--- src/rtl/dds_acc_pkg.sv ---
// Package: shared types and codes for the DDS phase accumulator.
// Assumes: mode field is 2 bits; the upper mode bit alone selects the
// interpolating DAC mode.
package dds_acc_pkg;

    localparam logic [1:0] MODE_QUAD = 2'b00;
    localparam logic [1:0] MODE_TONE = 2'b01;

    // Control bits that travel together from pending to active state
    typedef struct packed {
        logic       autoclr;
        logic       hold_clr;
        logic       sin_sel;
        logic [1:0] mode;
    } dds_ctl_t;

    localparam dds_ctl_t CTL_RESET = '{autoclr: 1'b0, hold_clr: 1'b0,
                                       sin_sel: 1'b0, mode: MODE_QUAD};

endpackage

--- src/rtl/dds_cfg_xfer.sv ---
// Module: dds_cfg_xfer
// Holds the active tuning word and control bits. Pending inputs are copied
// to the active set on any edge where a transfer strobe is high.
// Also presents the "effective" values for the current edge: the pending
// values when a strobe is high, the active ones otherwise. The accumulator
// therefore sees new settings on the strobe edge itself.
// Assumes: strobes are single-cycle or level; each high edge transfers.
module dds_cfg_xfer
    import dds_acc_pkg::*;
#(
    parameter int ACC_W = 32
) (
    input  logic             clk,
    input  logic             rst_n,
    input  logic [ACC_W-1:0] ftw_in,
    input  dds_ctl_t         ctl_in,
    input  logic             upd_stb,
    input  logic             prof_stb,
    output logic             xfer,
    output logic [ACC_W-1:0] ftw_act,
    output dds_ctl_t         ctl_act,
    output logic [ACC_W-1:0] ftw_eff,
    output logic             clr_eff
);

    assign xfer = upd_stb | prof_stb;

    // Transfer pending settings into the active set on a strobe
    always_ff @(posedge clk) begin
        if (!rst_n) begin
            ftw_act <= '0;
            ctl_act <= CTL_RESET;
        end else if (xfer) begin
            ftw_act <= ftw_in;
            ctl_act <= ctl_in;
        end
    end

    // Select the settings seen by the accumulator on this edge
    always_comb begin
        if (xfer) begin
            ftw_eff = ftw_in;
            clr_eff = ctl_in.hold_clr | ctl_in.autoclr;
        end else begin
            ftw_eff = ftw_act;
            clr_eff = ctl_act.hold_clr;
        end
    end

endmodule

--- src/rtl/dds_phase_acc.sv ---
// Module: dds_phase_acc
// Wrapping phase register: adds the step each clock, or loads zero when
// clr is high (clear has priority over the add).
// Assumes: overflow is discarded; no saturation.
module dds_phase_acc #(
    parameter int ACC_W = 32
) (
    input  logic             clk,
    input  logic             rst_n,
    input  logic             clr,
    input  logic [ACC_W-1:0] step,
    output logic [ACC_W-1:0] acc_q
);

    // Accumulate modulo 2^ACC_W, clear wins
    always_ff @(posedge clk) begin
        if (!rst_n)   acc_q <= '0;
        else if (clr) acc_q <= '0;
        else          acc_q <= acc_q + step;
    end

endmodule

--- src/rtl/dds_out_sel.sv ---
// Module: dds_out_sel
// Truncates the phase to the lookup address and derives the sine/cosine
// flag. The select bit counts only in single-tone mode.
// Assumes: ADDR_W <= ACC_W; address is the top ADDR_W phase bits.
module dds_out_sel
    import dds_acc_pkg::*;
#(
    parameter int ACC_W  = 32,
    parameter int ADDR_W = 16
) (
    input  logic [ACC_W-1:0]  acc_q,
    input  dds_ctl_t          ctl_act,
    output logic [ADDR_W-1:0] phase_addr,
    output logic              sin_sel_out
);

    localparam int LSB = ACC_W - ADDR_W;

    generate
        if (LSB > 0) begin : g_trunc
            assign phase_addr = acc_q[ACC_W-1:LSB];
        end else begin : g_full
            assign phase_addr = acc_q;
        end
    endgenerate

    // Sine only in single-tone mode with select set; cosine otherwise
    always_comb begin
        sin_sel_out = (ctl_act.mode == MODE_TONE) && ctl_act.sin_sel;
    end

endmodule

--- src/rtl/dds_phase_core.sv ---
// Module: dds_phase_core (top)
// DDS phase accumulator with a hold-clear and a strobe-keyed autoclear.
// Settings take effect on an update or profile-change strobe.
// Assumes: synchronous active-low reset; strobes sampled on rising edge.
module dds_phase_core
    import dds_acc_pkg::*;
#(
    parameter int ACC_W  = 32,
    parameter int ADDR_W = 16
) (
    input  logic              clk,
    input  logic              rst_n,
    input  logic [ACC_W-1:0]  ftw_in,
    input  logic              autoclr_in,
    input  logic              hold_clr_in,
    input  logic              sin_sel_in,
    input  logic [1:0]        mode_in,
    input  logic              upd_stb,
    input  logic              prof_stb,
    output logic [ADDR_W-1:0] phase_addr,
    output logic              sin_sel_out
);

    dds_ctl_t         ctl_in;
    dds_ctl_t         ctl_act;
    logic             xfer;
    logic [ACC_W-1:0] ftw_act;
    logic [ACC_W-1:0] ftw_eff;
    logic             clr_eff;
    logic [ACC_W-1:0] acc_q;

    assign ctl_in = '{autoclr: autoclr_in, hold_clr: hold_clr_in,
                      sin_sel: sin_sel_in, mode: mode_in};

    dds_cfg_xfer #(.ACC_W(ACC_W)) u_cfg (
        .clk(clk), .rst_n(rst_n), .ftw_in(ftw_in), .ctl_in(ctl_in),
        .upd_stb(upd_stb), .prof_stb(prof_stb), .xfer(xfer),
        .ftw_act(ftw_act), .ctl_act(ctl_act),
        .ftw_eff(ftw_eff), .clr_eff(clr_eff)
    );

    dds_phase_acc #(.ACC_W(ACC_W)) u_acc (
        .clk(clk), .rst_n(rst_n), .clr(clr_eff), .step(ftw_eff),
        .acc_q(acc_q)
    );

    dds_out_sel #(.ACC_W(ACC_W), .ADDR_W(ADDR_W)) u_out (
        .acc_q(acc_q), .ctl_act(ctl_act),
        .phase_addr(phase_addr), .sin_sel_out(sin_sel_out)
    );

    // Plain step: phase advances by the active word
    p_step_r1: assert property (@(posedge clk) disable iff (!rst_n)
        (!xfer && !ctl_act.hold_clr) |=> (acc_q == $past(acc_q) + $past(ftw_act)));

    // Active settings only move on a strobe
    p_freeze_r2: assert property (@(posedge clk) disable iff (!rst_n)
        !xfer |=> ($stable(ftw_act) && $stable(ctl_act)));

    // Strobe with autoclear set zeroes the phase (clear beats the add)
    p_autoclr_r3: assert property (@(posedge clk) disable iff (!rst_n)
        (xfer && autoclr_in) |=> (acc_q == '0));

    // Hold-clear pins the phase at zero
    p_hold_r5: assert property (@(posedge clk) disable iff (!rst_n)
        (ctl_act.hold_clr && !xfer) |=> (acc_q == '0));

    // Sine flag can only turn on right after a transfer
    p_sine_r8: assert property (@(posedge clk) disable iff (!rst_n)
        $rose(sin_sel_out) |-> $past(xfer));

endmodule

--- config.mk ---
export PLATFORM = sky130hd
export DESIGN_NAME = dds_phase_core
export DESIGN_NICKNAME = d
export VERILOG_FILES = /design/src/rtl/dds_acc_pkg.sv /design/src/rtl/dds_cfg_xfer.sv /design/src/rtl/dds_phase_acc.sv /design/src/rtl/dds_out_sel.sv /design/src/rtl/dds_phase_core.sv
export SDC_FILE = /design/constraint.sdc
export NUM_CORES = 1
export LEC_CHECK = 0
export ABC_AREA = 1
export CAP_MARGIN = 20
export CELL_PAD_IN_SITES_DETAIL_PLACEMENT = 1
export CELL_PAD_IN_SITES_GLOBAL_PLACEMENT = 2
export CORE_MARGIN = 2
export CORE_UTILIZATION = 32
export DETAILED_ROUTE_END_ITERATION = 6
export PLACE_DENSITY_LB_ADDON = 0.1
export SYNTH_ARGS = -nofsm -noshare
export SYNTH_HDL_FRONTEND = slang
export SYNTH_SLANG_ARGS = --single-unit
--- constraint.sdc ---
create_clock -name clk -period 7.3 [get_ports clk]
set_input_delay 1.46 -clock clk [delete_from_list [all_inputs] [get_ports clk]]
set_output_delay 1.46 -clock clk [all_outputs]
set_load 0.01 [all_outputs]
* Word-level counts from Yosys, hierarchy flattened
Index checks and enable logic that the tools add are counted.
** Cells by class
- Add/sub/neg operators :: 1
- Eq/ne operators :: 1
- Muxes and demuxes :: 2
- Bitwise gates (word level) :: 3
- Reductions and logical operators :: 2
** Operator list (number)
- adder 32 bit :: 1
- two-way mux 32 bit :: 1
- equality test 2 x 1 -> 1 bit, second input constant :: 1
- bitwise OR 1 bit :: 2
- OR reduction 2 bit :: 1
- logical AND 1 bit :: 1
- two-way mux 1 bit :: 1
- inverter 1 bit :: 1
** Word-level totals
- Flip-flop bits (word level) :: 68
- Input bits :: 41
- Output and inout bits :: 17
- Word-level logic and storage cells :: 14

* Logic depth before layout (Yosys ltp)
Gate-level depths: netlist (run 1).
- Word-level depth :: 3
- Depth in mapped cells :: 18
- Mapped depth without buffers :: 16

* Modules after synthesis
From an unflattened synthesis (run 1), not the netlist that was laid out.
** Second synthesis, totals
- Cells, all modules :: 785
- Area, all modules :: 4859.7 sq um
** By module, submodules not included
- dds_phase_acc :: instances 1, cells each 568, area each 3191.8 sq um, seq. area each 640.6 sq um
- dds_cfg_xfer :: instances 1, cells each 199, area each 1537.7 sq um, seq. area each 740.7 sq um
- dds_out_sel :: instances 1, cells each 18, area each 130.1 sq um, seq. area each 0.0 sq um

* Least setup slack after synthesis (run 1)
No wires, ideal clock.
- Path kind :: input to register
- From :: in prof_stb
- To :: reg u_acc.acc_q[16]
- Setup time :: 0.118 ns
- Arrival time :: 3.424 ns
- Data required time :: 7.182 ns
- Path slack :: 3.758 ns
- Stages :: 16
- Path buffers :: 2
- Cell sequence :: nor2_4 -> buf_2 -> buf_2 -> nand2_1 -> o21ai_0 -> ha_1 -> inv_1 -> fa_1 -> inv_1 -> nand3_1 -> nand3_1 -> nand2_1 -> a21oi_1 -> nor2_1 -> o21ai_1 -> nor2_1
** Between the ends
- Word-level cells in the longest chain between the ends :: 3
- Elaborated cells on any way between the ends :: 5
- Those cells by class :: add/sub (1); mux (2); bitwise (1); reduce/logical (1)
** RTL lines
- from (decl) :: line dds_phase_core.sv:19 : input logic prof_stb,
- bitwise OR 1 bit :: line dds_cfg_xfer.sv:26 : assign xfer = upd_stb | prof_stb;
- two-way mux 32 bit :: line dds_cfg_xfer.sv:41 : if (xfer) begin
- named net ftw_eff[0] :: line dds_phase_core.sv:28 : logic [ACC_W-1:0] ftw_eff;
- adder 32 bit :: line dds_phase_acc.sv:19 : else acc_q <= acc_q + step;
- to (signal assigned) :: line dds_phase_acc.sv:19
- to (decl) :: line dds_phase_acc.sv:12 : output logic [ACC_W-1:0] acc_q
The timed path passes the listed nets, and every way through them passes these cells.
A chain may end at the register's enable or synchronous reset.

* Worst setup path in the final report (run 1)
- From :: in prof_stb
- To :: reg u_acc.acc_q[28]
The elaborated chain is that of the path after synthesis.

==> summary.md, run 1 <==
| Metric | Value |
|---|---|
| Starting Density | `32.4%` |
| DRT iter0 DRCs | `236` |
| Clk_skew | `0.00773 ns` |
| #FFs+latches synth | `68` |
| Outcome | `complete, no violations` |
| DR vias/cell | `4.58` |
| Max Root-Sink Buffers | `2` |
| F_max | `between 200 and 250 MHz` |
| Synthesized instance count | `~820` |
| Via count of the first global-routing pass | `a little under 5000` |
| Reg-to-reg startpoint | `u_cfg.ftw_act[0]` |
| Hold path startpoint | `u_cfg.ctl_act[2]` |
| Cells on Worst Hold Path | `2` |
| Die H | `128 um` |
| Total gr overflow | `0` |
| IO Port Bufs | `57` |
| Worst-margin pin slew | `1.02 ns` |
| # clock sinks | `68` |
| Syn_area_per_cell | `6.00 sq um` |
| CP most frequent cell | `nand3_1` |
| Final Hold Vio Count | `0` |
| Layout cells sized above 1 | `between 6 and 7%` |
| Pwr Density | `200 mW/mm^2` |
| CP max-delay cell | `nor2_4` |
| Row count | `45` |
| TNS Setup | `0 ns` |
| Final Cell Area | `between 0.005 and 0.006 sq mm` |
| Netlist Area Pre-Place | `0.00489 sq mm` |
| Die area | `between 0.015 and 0.02 sq mm` |
| Cell Area, Placed | `0.00552 sq mm` |
| N_diodes | `0` |
| Cell Chain, Critical Path | `clkdlybuf4s50_1 > nor2_4 > buf_4 > nand2_1 > o21ai_0 > ha_1 > inv_1 > fa_1 > inv_1 > nand3_1 > nand3_1 > nand3_1 > nand3_2 > nand2_1 > a21oi_1 > nor2_1` |
| DR WL/cell | `14.7 um` |
| Fin crit share | `60.0%` |
| Peak fanout along the critical path | `40` |
| Crit-path max cell delay | `about 0.45 ns` |
| Root buf cell | `clkbuf_16` |
| R2r endpoint | `u_acc.acc_q[28]` |
| Register area share after synthesis | `~28%` |
| Hold Crit Endpoint | `u_cfg.ctl_act[2]` |
| Crit path time final | `4.38 ns` |
| Depth of the worst register-to-register path | `13` |
| CTS tree | `done` |
| Final setup viols | `0` |
| Setup CP Type | `primary input to flop` |
| RSZ-0062 raised after global routing | `no` |
| Detail Placement HPWL | `12.6 mm` |
| Initial antenna violation count | `0` |
| Post-CTS Repair Setup Buffers | `0` |
| Total GRT Usage | `19.9%` |
| Worst setup EP type | `flop` |
| Rel. slew slack | `31.8%` |
| Largest net degree at the start of global routing | `between 40 and 50` |
| Layout area overhead | `19.6%` |
| Post-route ant nets | `0` |
| CTS H-Tree Depth | `3` |
| Synth cell types | `32` |
| Worst EP required | `7.54 ns` |
| NumNets Final | `932` |
| Global placer's final weighted congestion | `0.862` |
| Worst-path clk slew | `0.06 ns` |
| DRC | `0` |
| Synth Warn # | `0` |
| Crit path arrival time | `4.62 ns` |
| Syn Nets | `891` |
| First-pass iteration count of the detailed router | `4` |
| Boundary pin count | `58` |
| Detailed-route via count | `4808` |
| Core area | `0.0151 sq mm` |
| # hold bufs at CTS | `0` |
| Post-CTS resize count | `0` |
| First-pass GRT wire length | `approximately 25 mm` |
| Peak supply drop | `slightly above 0.1 mV` |
| Max Cap Viol | `0` |
| Total Routed Length | `15.5 mm` |
| Chip width | `between 100 and 150 um` |
| Clock buffer count from CTS | `9` |
| P_leak | `0.00321 uW` |
| Worst Hold Class | `flop to flop` |
| CP startpoint kind | `primary input` |
| Clk_lat worst skew | `0.34 ns` |
| R2R setup slack | `5.09 ns` |
| Fin. max-slew vios | `0` |
## power breakdown
| part | switching (uW) | internal [uW] |
|---|---|---|
| Combinational | 171 | 98.2 |
| Clock | 188 | 301 |
| Sequential | 11.6 | 396 |
## cells in the mapped netlist
master | n | area [sq um]
a21o_1 | 1 | 7.51
a21oi_1 | 43 | 215
a21oi_2 | 1 | 8.76
and2_1 | 5 | 31.3
and3_1 | 1 | 6.26
buf_2 | 4 | 20.0
buf_4 | 17 | 128
buf_6 | 1 | 11.3
clkbuf_1 | 6 | 22.5
clkinv_1 | 1 | 3.75
dfxtp_1 | 68 | 1360
fa_1 | 1 | 20.0
ha_1 | 34 | 425
inv_1 | 173 | 649
inv_2 | 6 | 22.5
nand2_1 | 244 | 916
nand2_2 | 13 | 81.3
nand3_1 | 24 | 120
nand3_2 | 6 | 60.1
nand4_1 | 4 | 25.0
nor2_1 | 95 | 357
nor2_2 | 4 | 25.0
nor2_4 | 1 | 11.3
nor3_1 | 3 | 15.0
nor3_2 | 4 | 40.0
o21a_1 | 4 | 30.0
o21ai_0 | 39 | 195
o21ai_1 | 5 | 25.0
o21ai_2 | 2 | 17.5
o21bai_1 | 3 | 22.5
or2_2 | 1 | 6.26
xor2_1 | 1 | 8.76
## per-stage QoR
step | setup slack, ns | power [uW] | util, % | hold WS (ns) | std cells
after detailed placement | 2.51 | 685 | 36.6 | 0.490 | 1033
after CTS | 2.86 | 1180 | 38.7 | 0.500 | 1049
after global placement | 2.61 | 678 | 36.6 | 0.470 | 1033
after floorplan | 3.76 | 592 | - | 0.455 | 815
final | 2.92 | 1170 | 38.7 | 0.497 | 1049
after global routing | 2.56 | 1230 | 38.7 | 0.528 | 1049
## placed cells by master (no fill, tap or decap), types with 3 or more instances in the layout
| master | n |
|---|---|
| nand2_2 | 13 |
| o21bai_1 | 3 |
| clkdlybuf4s50_1 | 57 |
| nor3_1 | 3 |
| nor2_2 | 4 |
| nand4_1 | 4 |
| dfxtp_1 | 68 |
| a21oi_1 | 43 |
| nand3_2 | 6 |
| ha_1 | 34 |
| nor2_1 | 95 |
| inv_1 | 173 |
| nor3_2 | 4 |
| o21a_1 | 4 |
| nand3_1 | 24 |
| nand2_1 | 244 |
| o21ai_1 | 5 |
| and2_1 | 5 |
| inv_2 | 6 |
| clkbuf_16 | 9 |
| o21ai_0 | 39 |
## layout make-up
class                           count  area (sq um)
Multi-Input combinational cell    539          2670
Clock inverter                      7          98.8
Tap cell                          188           235
Inverter                          180           676
Sequential cell                    68          1360
Clock buffer                        9           225
Timing Repair Buffer               58           578
Fill cell                        2069          9250
## cells by family after synthesis
group | after synthesis | synth area share, %
fa+ha+maj | 35 | 9.11
xor+xnor | 1 | 0.179
buf+inv | 208 | 17.5
flops | 68 | 27.8
simple gates | 405 | 34.7
compound gates | 98 | 10.7
## state kept, by name (all words and copies together) (netlist names)
register       cells
u_acc.acc_q       32
u_cfg.ftw_act     32
u_cfg.ctl_act      4
## how the worst max path moves through the flow
| stage | from | slack (ns) | to |
|---|---|---|---|
| after floorplan | prof_stb | 3.76 | u_acc.acc_q[16] |
| after global placement | prof_stb | 2.61 | u_acc.acc_q[16] |
| after detailed placement | prof_stb | 2.51 | u_acc.acc_q[28] |
| after CTS | prof_stb | 2.86 | u_acc.acc_q[28] |
| after global routing | prof_stb | 2.56 | u_acc.acc_q[28] |
| final | prof_stb | 2.92 | u_acc.acc_q[28] |
## layer usage
metal / wire length (um) / vias to the layer above / GRT usage [%]
li1: - / 2514 / -
met1: 8400 / 2215 / 29.4
met2: 6380 / 67 / 29.8
met3: 544 / 12 / 2.97
met4: 139 / 0 / 6.14
met5: 0 / - / 0
## worst max-delay path, delay by kind of cell
kind,cells,cell delay [ns]
fa+ha+maj,2,0.63
buf+inv,4,1.05
simple gates,8,1.18
compound gates,2,0.28
(Power assumes the default switching activity.)
==> run 2, diff against run 1 <==
Settings changed: CORE_UTILIZATION 32 to 30.
Clock period 7.3 ns to 4.4 ns, I/O delays scaled along.
==> run 2 against run 1 <==
  * Non-clock buffer count is 2 higher
  * Critical endpoint is now u_acc.acc_q[24]
  * Total power increased by 67%
  * Clock skew rose by 0.0017 ns
  * Sequential share of layout area down 0.33 points
==> summary.md, run 2 (synthesized netlist as in run 1, its figures left out) <==
| Metric | Value |
|---|---|
| Outcome | `complete, no violations (unchanged)` |
| Pwr Density | `328 mW/mm^2 (was 200 mW/mm^2)` |
| Die H | `132 um (was 128 um)` |
| Clk_skew | `0.00945 ns (was 0.00773 ns)` |
| P_leak | `0.00324 uW (was 0.00321 uW)` |
| Final setup viols | `0 (unchanged)` |
| Depth of the worst register-to-register path | `15 (was 13)` |
| NumNets Final | `934 (was 932)` |
| Reg-to-reg startpoint | `u_cfg.ftw_act[0] (unchanged)` |
| Setup CP Type | `primary input to flop (unchanged)` |
| CTS tree | `done (unchanged)` |
| Initial antenna violation count | `0 (unchanged)` |
| DRC | `0 (unchanged)` |
| Flop pwr share | `34.8% (was 35.0%)` |
| Worst setup EP type | `flop (unchanged)` |
| Rel. slew slack | `40.8% (was 31.8%)` |
| Peak supply drop | `0.169 mV (was 0.101 mV)` |
| Internal power | `1340 uW (was 795 uW)` |
| Global placer's final weighted congestion | `0.815 (was 0.862)` |
| Largest net degree at the start of global routing | `34 (was 41)` |
| CP startpoint kind | `primary input (unchanged)` |
| Core area | `0.0159 sq mm (was 0.0151 sq mm)` |
| Cell Area, Placed | `0.00558 sq mm (was 0.00552 sq mm)` |
| Sw Share | `31.2% (was 31.8%)` |
| Comb power frac | `23.3% (was 23.1%)` |
| Via count of the first global-routing pass | `4817 (was 4904)` |
| Post-CTS resize count | `0 (unchanged)` |
| Max Root-Sink Buffers | `2 (unchanged)` |
| Hold path startpoint | `u_cfg.ctl_act[2] (unchanged)` |
| First-pass GRT wire length | `25.7 mm (was 25.0 mm)` |
| Most frequent cells in the layout | `nand2_1 (244), inv_1 (173), nor2_1 (95), dfxtp_1 (68), clkdlybuf4s50_1 (57) (unchanged)` |
| Layout cells sized above 1 | `6.60% (was 6.39%)` |
| Post-route ant nets | `0 (unchanged)` |
| IO Port Bufs | `57 (unchanged)` |
| Worst EP required | `4.64 ns (was 7.54 ns)` |
| # clock sinks | `68 (unchanged)` |
| Crit path arrival time | `3.94 ns (was 4.62 ns)` |
| Worst path depth | `17 (was 16)` |
| Final hold slack | `0.487 ns (was 0.497 ns)` |
| Final Cell Area | `0.00593 sq mm (was 0.00584 sq mm)` |
| Total gr overflow | `0 (unchanged)` |
| Placed cells | `1062 (was 1033)` |
| Row count | `46 (was 45)` |
| Max Cap Viol | `0 (unchanged)` |
| Final Util | `37.3% (was 38.7%)` |
| First-pass iteration count of the detailed router | `4 (unchanged)` |
| Commonest non-fill, non-tap cell in the layout | `nand2_1 (unchanged)` |
| CP startpoint | `prof_stb (unchanged)` |
| N_diodes | `0 (unchanged)` |
| Starting Density | `30.8% (was 32.4%)` |
| Total GRT Usage | `19.0% (was 19.9%)` |
| CTS H-Tree Depth | `3 (unchanged)` |
| Post-Layout Cell Count | `1079 (was 1049)` |
| Layout area overhead | `21.3% (was 19.6%)` |
| Cells on Worst Hold Path | `2 (unchanged)` |
| Crit path time final | `3.70 ns` |
| Worst Hold Class | `flop to flop (unchanged)` |
| Fin. max-slew vios | `0 (unchanged)` |
| Root buf cell | `clkbuf_16 (unchanged)` |
| Detail Placement HPWL | `12.9 mm (was 12.6 mm)` |
| TNS Setup | `0 ns (unchanged)` |
| Final Hold Vio Count | `0 (unchanged)` |
| # hold bufs at CTS | `0 (unchanged)` |
| Detailed-route via count | `4842 (was 4808)` |
| RSZ-0062 raised after global routing | `no (unchanged)` |
| CP most frequent cell | `nand2_1 (was nand3_1)` |
| Die area | `0.0173 sq mm (was 0.0163 sq mm)` |
| DRT iter0 DRCs | `187 (was 236)` |
| Peak fanout along the critical path | `26 (was 40)` |
| F_max | `between 200 and 300 MHz` |
| Boundary pin count | `58 (unchanged)` |
| Post-CTS Repair Setup Buffers | `0 (unchanged)` |
| Worst-margin pin slew | `0.879 ns (was 1.02 ns)` |
| Switching power | `607 uW (was 371 uW)` |
| CP max-delay cell | `nor2_4 (unchanged)` |
| Crit-path max cell delay | `0.48 ns (was 0.45 ns)` |
| Chip width | `132 um (was 128 um)` |
| Clk_lat worst skew | `0.34 ns (about the same)` |
| Worst path bufs/invs | `4 (unchanged)` |
| Clock buffer count from CTS | `9 (unchanged)` |
| DR vias/cell | `4.49 (was 4.58)` |
| Cell Chain, Critical Path | `clkdlybuf4s50_1 > nor2_4 > nand2_1 > o21ai_0 > ha_1 > inv_1 > fa_1 > inv_1 > nand3_1 > nand3_1 > nand2_1 > nand2_1 > nand2_1 > nand3_1 > nand2_1 > inv_1 > nor2_1 (was clkdlybuf4s50_1 > nor2_4 > buf_4 > nand2_1 > o21ai_0 > ha_1 > inv_1 > fa_1 > inv_1 > nand3_1 > nand3_1 > nand3_1 > nand3_2 > nand2_1 > a21oi_1 > nor2_1)` |
| Total Routed Length | `16.0 mm (was 15.5 mm)` |
| Largest registers | `u_acc.acc_q x32, u_cfg.ftw_act x32, u_cfg.ctl_act x4 (unchanged)` |
| DR WL/cell | `14.8 um (was 14.7 um)` |
| Crit path max-delay family | `simple AND/OR/NAND/NOR gates (unchanged)` |
| Worst-path clk slew | `0.06 ns (about the same)` |
| Fin crit share | `84.2%` |
| Clock network fraction of total power | `41.9% (about the same)` |
==> run 2: cell types whose count changed in the layout (fill, tap and decap cells not counted) <==
cell / change
inv_6: -1
buf_12: +1
clkinv_2: +1
clkbuf_8: +1
buf_16: +1
clkinvlp_4: -1
==> run 2: final cells by class <==
type	count	area [sq um]
Clock buffer	10	239
Clock inverter	6	87.6
Fill cell	2132	9960
Inverter	180	676
Multi-Input combinational cell	539	2670
Sequential cell	68	1360
Tap cell	216	270
Timing Repair Buffer	60	626
==> run 2: worst min-delay path, stage by stage (launching register included) <==
cell	delay [ns]
dfxtp_1	0.33
nor2_1	0.05
nor2_1	0.08
==> run 2: final timing paths <==
kind | endpoint | slack [ns]
worst max-delay path | u_acc.acc_q[24] | 0.70
worst min-delay path | u_cfg.ctl_act[2] | 0.49
worst max register to register | u_acc.acc_q[24] | 1.91
worst min register to register | u_cfg.ctl_act[2] | 0.49
==> run 2: through the flow <==
step	setup slack, ns	total power [uW]
global placement	0.433	1130
detailed placement	0.339	1140
CTS	0.687	1970
finish	0.695	1940
global route	0.403	2050
floorplan	1.44	982
==> run 2: routing by layer <==
layer	global-route usage, %	part of all wire (%)
met1	28.4	55
met2	27.8	41
met3	3.32	3.4
met4	4.65	1.2
met5	0	0
==> run 2: power groups by stage <==
stage	clock, uW	combinational [uW]	sequential (uW)
after floorplan	0	300	682
after global placement	0	441	689
after detailed placement	0	450	689
after CTS	839	454	676
after global routing	862	513	679
final	815	453	676
